--- src/rtl/blk_lock_pkg.sv ---
package blk_lock_pkg;
    // Packed order gives the register bit positions:
    // rd_lock is bit 2, lock_down is bit 1, wr_lock is bit 0.
    typedef struct packed {
        logic rd_lock;
        logic lock_down;
        logic wr_lock;
    } lock_bits_t;

    localparam int LOCK_W = 3;
    localparam lock_bits_t LOCK_RESET = '{rd_lock: 1'b0, lock_down: 1'b0, wr_lock: 1'b1};

    typedef struct packed {
        logic rd_ok;
        logic wr_ok;
    } perm_t;

    // Combine the stored lock bits with the two active-low protect pins.
    function automatic perm_t eval_perm(lock_bits_t lb, logic is_top,
                                        logic top_lock_n, logic wp_n);
        perm_t p;
        p.rd_ok = ~lb.rd_lock;
        p.wr_ok = ~lb.wr_lock & (is_top ? top_lock_n : wp_n);
        return p;
    endfunction
endpackage

--- src/rtl/lock_cell.sv ---
module lock_cell
    import blk_lock_pkg::*;
(
    input  logic       clk,
    input  logic       rst,
    input  logic       wr_sel,
    input  lock_bits_t wr_val,
    output lock_bits_t state
);
    always_ff @(posedge clk) begin
        if (rst)
            state <= LOCK_RESET;
        else if (wr_sel && !state.lock_down)
            state <= wr_val;
    end

    p_reset_val_r1: assert property (@(posedge clk) rst |=> state == LOCK_RESET)
        else $error("lock cell not at reset value");
    p_down_sticky_r3: assert property (@(posedge clk) disable iff (rst)
        state.lock_down |=> $stable(state))
        else $error("locked-down cell changed");
endmodule

--- src/rtl/perm_eval.sv ---
module perm_eval
    import blk_lock_pkg::*;
#(
    parameter int NUM_BLOCKS = 16,
    localparam int IDX_W = (NUM_BLOCKS > 1) ? $clog2(NUM_BLOCKS) : 1
) (
    input  logic             clk,
    input  logic             rst,
    input  lock_bits_t       cells [NUM_BLOCKS],
    input  logic [IDX_W-1:0] idx,
    input  logic             top_lock_n,
    input  logic             wp_n,
    output perm_t            perm
);
    localparam logic [IDX_W-1:0] TOP_IDX = IDX_W'(NUM_BLOCKS - 1);

    lock_bits_t sel;
    logic       is_top;

    assign sel    = cells[idx];
    assign is_top = (idx == TOP_IDX);
    assign perm   = eval_perm(sel, is_top, top_lock_n, wp_n);

    p_top_pin_r7: assert property (@(posedge clk) disable iff (rst)
        (is_top && !top_lock_n) |-> !perm.wr_ok)
        else $error("top block writable with guard low");
    p_wp_pin_r8: assert property (@(posedge clk) disable iff (rst)
        (!is_top && !wp_n) |-> !perm.wr_ok)
        else $error("block writable with wp low");
endmodule

--- src/rtl/blk_lock_bank.sv ---
module blk_lock_bank
    import blk_lock_pkg::*;
#(
    parameter int NUM_BLOCKS = 16,
    parameter int OFS_W      = 16,
    parameter int DATA_W     = 8,
    localparam int IDX_W  = (NUM_BLOCKS > 1) ? $clog2(NUM_BLOCKS) : 1,
    localparam int ADDR_W = IDX_W + OFS_W
) (
    input  logic              clk,
    input  logic              rst,
    input  logic [IDX_W-1:0]  reg_idx,
    input  logic              reg_wr,
    input  logic [DATA_W-1:0] reg_wdata,
    output logic [DATA_W-1:0] reg_rdata,
    input  logic              top_lock_n,
    input  logic              wp_n,
    input  logic [ADDR_W-1:0] q_addr,
    output logic              q_rd_ok,
    output logic              q_wr_ok
);
    lock_bits_t cells [NUM_BLOCKS];
    lock_bits_t wr_val;
    perm_t      perm;

    assign wr_val = lock_bits_t'(reg_wdata[LOCK_W-1:0]);

    for (genvar b = 0; b < NUM_BLOCKS; b++) begin : g_cell
        lock_cell u_cell (
            .clk    (clk),
            .rst    (rst),
            .wr_sel (reg_wr && (reg_idx == IDX_W'(b))),
            .wr_val (wr_val),
            .state  (cells[b])
        );
    end

    assign reg_rdata = {{(DATA_W-LOCK_W){1'b0}}, cells[reg_idx]};

    perm_eval #(.NUM_BLOCKS(NUM_BLOCKS)) u_perm (
        .clk        (clk),
        .rst        (rst),
        .cells      (cells),
        .idx        (q_addr[ADDR_W-1:OFS_W]),
        .top_lock_n (top_lock_n),
        .wp_n       (wp_n),
        .perm       (perm)
    );

    assign q_rd_ok = perm.rd_ok;
    assign q_wr_ok = perm.wr_ok;

    p_rdata_upper_r10: assert property (@(posedge clk) disable iff (rst)
        reg_rdata[DATA_W-1:LOCK_W] == '0)
        else $error("upper read bits not zero");
endmodule

--- config.mk ---
export PLATFORM = sky130hd
export DESIGN_NAME = blk_lock_bank
export DESIGN_NICKNAME = d
export VERILOG_FILES = /design/src/rtl/blk_lock_pkg.sv /design/src/rtl/lock_cell.sv /design/src/rtl/perm_eval.sv /design/src/rtl/blk_lock_bank.sv
export SDC_FILE = /design/constraint.sdc
export NUM_CORES = 1
export LEC_CHECK = 0
export ABC_AREA = 0
export ABC_CLOCK_PERIOD_IN_PS = 3600
export CORE_MARGIN = 2
export CORE_UTILIZATION = 56
export CTS_CLUSTER_SIZE = 25
export DETAILED_ROUTE_END_ITERATION = 16
export PLACE_DENSITY = 0.94
export SYNTH_ARGS = -nofsm -noshare
export SYNTH_HDL_FRONTEND = slang
export SYNTH_SLANG_ARGS = --single-unit
--- constraint.sdc ---
create_clock -name clk -period 3.6 [get_ports clk]
set_input_delay 0.72 -clock clk [delete_from_list [all_inputs] [get_ports clk]]
set_output_delay 0.72 -clock clk [all_outputs]
set_load 0.01 [all_outputs]
==> results of run 1 <==
[cells by family (layout without fill, tap and decap cells)]
logic type      Yosys count  in the layout  share of synthesized area [%]
other cells               1              5                          0.151
simple gates             88             88                           17.7
mux                      47             47                           29.4
buf+inv                  27             45                           5.38
compound gates           34             34                           8.69
flops                    48             48                           38.6
[layout by cell type, fill, tap and decap left out, drive strengths merged, types with 4 or more instances in the layout]
| cell | synthesis | final |
|---|---|---|
| a21oi | 17 | 17 |
| buf | 13 | 12 |
| clkbuf | 8 | 6 |
| clkdlybuf4s50 | 0 | 16 |
| conb | 1 | 5 |
| dfxtp | 48 | 48 |
| inv | 5 | 5 |
| mux2i | 26 | 26 |
| mux4 | 21 | 21 |
| nand2 | 15 | 15 |
| nand2b | 5 | 5 |
| nor2 | 38 | 38 |
| nor3 | 6 | 6 |
| o211ai | 8 | 8 |
| or3 | 8 | 8 |
| or4 | 4 | 4 |
[timing repair]
item / in CTS / in global routing
hold buffers: 0 / 0
pin swaps: 0 / 1
resized for setup: 2 / 4
endpoints found under the setup margin: 3 / 3
hold endpoints to repair: 0 / 0
setup buffers: 3 / 0
[power by group through the flow]
| stage | Combinational [mW] | Clock, mW | Sequential, mW |
|---|---|---|---|
| final | 0.127 | 0.301 | 0.545 |
| after global routing | 0.137 | 0.330 | 0.546 |
| after global placement | 0.119 | 0 | 0.556 |
| after floorplan | 0.0820 | 0 | 0.555 |
| after detailed placement | 0.123 | 0 | 0.557 |
| after CTS | 0.125 | 0.309 | 0.544 |
[final cells by class]
class                      count  area [µm²]
sequential                    48         961
clock buffer                   6        72.6
multi-input combinational    174        1420
inverter                       6        22.5
tap                           52        65.1
timing repair buffer          32         305
fill                         367        1480
clock inverter                 1        5.00
[worst register-to-register path, delay by kind of cell (launching register included)]
family / cells / cell delay [ps]
flops: 1 / 330
simple gates: 2 / 740
compound gates: 1 / 90
[metal layers]
layer  track usage [%]  vias up  part of all wire [%]
met5                 0        -                     0
met4              13.6        0                   3.3
met3              4.99       17                   5.6
met2              40.7       76                    50
met1              32.3      966                    41
li1                  -      933                     -
[final timing paths]
path,to,slack (ps),cells past startpoint
setup / recovery,q_rd_ok,20,6
hold / removal,g_cell[8].u_cell.state[0],500,1
setup reg to reg,g_cell[1].u_cell.state[0],2300,3
hold reg to reg,g_cell[8].u_cell.state[0],500,1
[metrics by stage]
stage	utilization (%)	area (µm²)	setup slack, ps
6_report	65.9	2850	18.5
5_1_grt	65.9	2850	-18.1
4_1_cts	65.6	2840	25.6
3_5_place_dp	63.3	2740	-50.0
3_3_place_gp	63.3	2740	-23.3
2_1_floorplan	-	2500	824
==> key figures, run 1 <==
Placement
  – Port bufs: 20
  – Final GP Congestion: 0.876
  – # placed instances: 309
  – Post-DP HPWL: 4.34 mm

Synthesis
  – Cell taking the most area after synthesis: dfxtp_1
  – Number of enable flip-flop cells after synthesis: 0
  – Commonest cells in the netlist: 48 x dfxtp_1, 38 x nor2_1, 26 x mux2i_1
  – Most frequent cell after synthesis: dfxtp_1
  – Area contributors post-synth: dfxtp_1 39%, mux4_2 19%, mux2i_1 10%
  – Seq/Total Area, Yosys: 38.6%
  – Syn_area_per_cell: 10.2 µm²
  – Yosys top cell area share: 38.6%
  – Synthesized cell area: 2490 µm²
  – Post-synth ARST share: 0%
  – Unique masters post-synth: 38
  – FF+latch count, synth: 48
  – Synth Instances: 245
  – Primary FF master, synth: dfxtp_1
  – YS warnings: 0

Routing
  – Avg WL per Cell: 18.2 µm
  – DRC Markers: 0
  – Vias per inst: 6.24
  – DR vias: 1992
  – First-pass DRT Iterations: 4
  – Drt first-iter violations: 224
  – WL final: 5.80 mm
  – Antenna viol nets, final: 0

Timing
  – Endpoints failing setup: 0
  – Setup TNS: 0 ps
  – Final period util: 99.5%
  – Rel. slew slack: 61.9%
  – Period minus WS final: 3580 ps
  – Hold Vio Cnt, Final: 0
  – Worst Skew: 5.34 ps
  – Worst Max-Slew Pin Slew: 568 ps
  – Highest clock rate: 279 MHz
  – Max-slew violations: 0
  – Worst Hold Slack: 504 ps

CTS
  – CTS root buffer: clkbuf_8
  – Clock Path Buffers: 2
  – Clock Sinks: 48
  – # H-tree levels: 2
  – Clock transition at path regs: 80 ps
  – CTS tree: built
  – CTS buffer count: 5
  – Clock latency on the worst-skew pair: 310 ps

Die
  – Row cnt: 24
  – Ports: 47
  – Die ar.: 5000 µm²
  – Starting Density: 57.6%
  – Width of the chip: 70.7 µm
  – Die height: 70.7 µm
  – Core area: 4320 µm²

Global routing
  – Largest net degree at the start of global routing: 33
  – First-pass GRT wire length: 9.65 mm
  – Initial antenna violation count: 0
  – Vias in the first global route: 1937
  – GRT overflow: 0
  – Gr usage total: 25.3%

Run status
  – Status: completed

Setup path
  – Delay of the slowest cell on the worst path: 550 ps
  – Crit path required time: 2880 ps
  – CP top delay family: buffers and inverters
  – FF-to-FF Start: g_cell[1].u_cell.state[1]
  – Critical Path Start: q_addr[17]
  – Critical path data arrival time: 2860 ps
  – Endpoint class of the critical path: primary output
  – Most Frequent Cell on Critical Path: clkdlybuf4s50_1
  – CP bufs+invs: 3
  – Worst Path Max Fanout: 6
  – Worst-path cell chain: clkdlybuf4s50_1 -> buf_4 -> mux4_2 -> a32oi_1 -> o21a_1 -> clkdlybuf4s50_1
  – Startpoint types: input pin
  – CP max stage cell: mux4_2
  – CP Class: input pin to primary output

Pwr
  – Sw Ratio: 24.9%
  – P_int: 0.730 mW
  – Net Sw Power: 0.243 mW
  – Flop pwr share: 56.0%
  – Gate power share: 13.1%
  – Clock Power Share: 31.0%
  – Final Power: 0.973 mW
  – Cell area power density: 342 nW/µm²
  – Peak supply drop: 0.000254 V
  – Pleak: 1.17 nW

Min path
  – Hold_sp: g_cell[8].u_cell.state[0]
  – Hold Path Class: register to register

Layout
  – Max FFs per register: 48
  – Layout cells sized above 1: 16.9%
  – Nets: 304
  – Syn-to-layout area delta: 14.4%
  – Biggest regs: g_cell.u_cell.state x48
  – ANT cells: 0
  – Most flop-heavy register: g_cell.u_cell.state
  – Finished Layout Cells: 319

Job
  – Max-Cap Viols: 0
(Power assumes the default switching activity.)
==> inputs of run 2 (changes only) <==
--- a/config.mk
+++ b/config.mk
@@ -7,6 +7,7 @@
 export LEC_CHECK = 0
 export ABC_AREA = 0
 export ABC_CLOCK_PERIOD_IN_PS = 3600
+export CAP_MARGIN = 5
 export CORE_MARGIN = 2
 export CORE_UTILIZATION = 56
 export CTS_CLUSTER_SIZE = 25
==> results of run 2 <==
No change in the layout: final DEF, timing and power equal those of run 1.
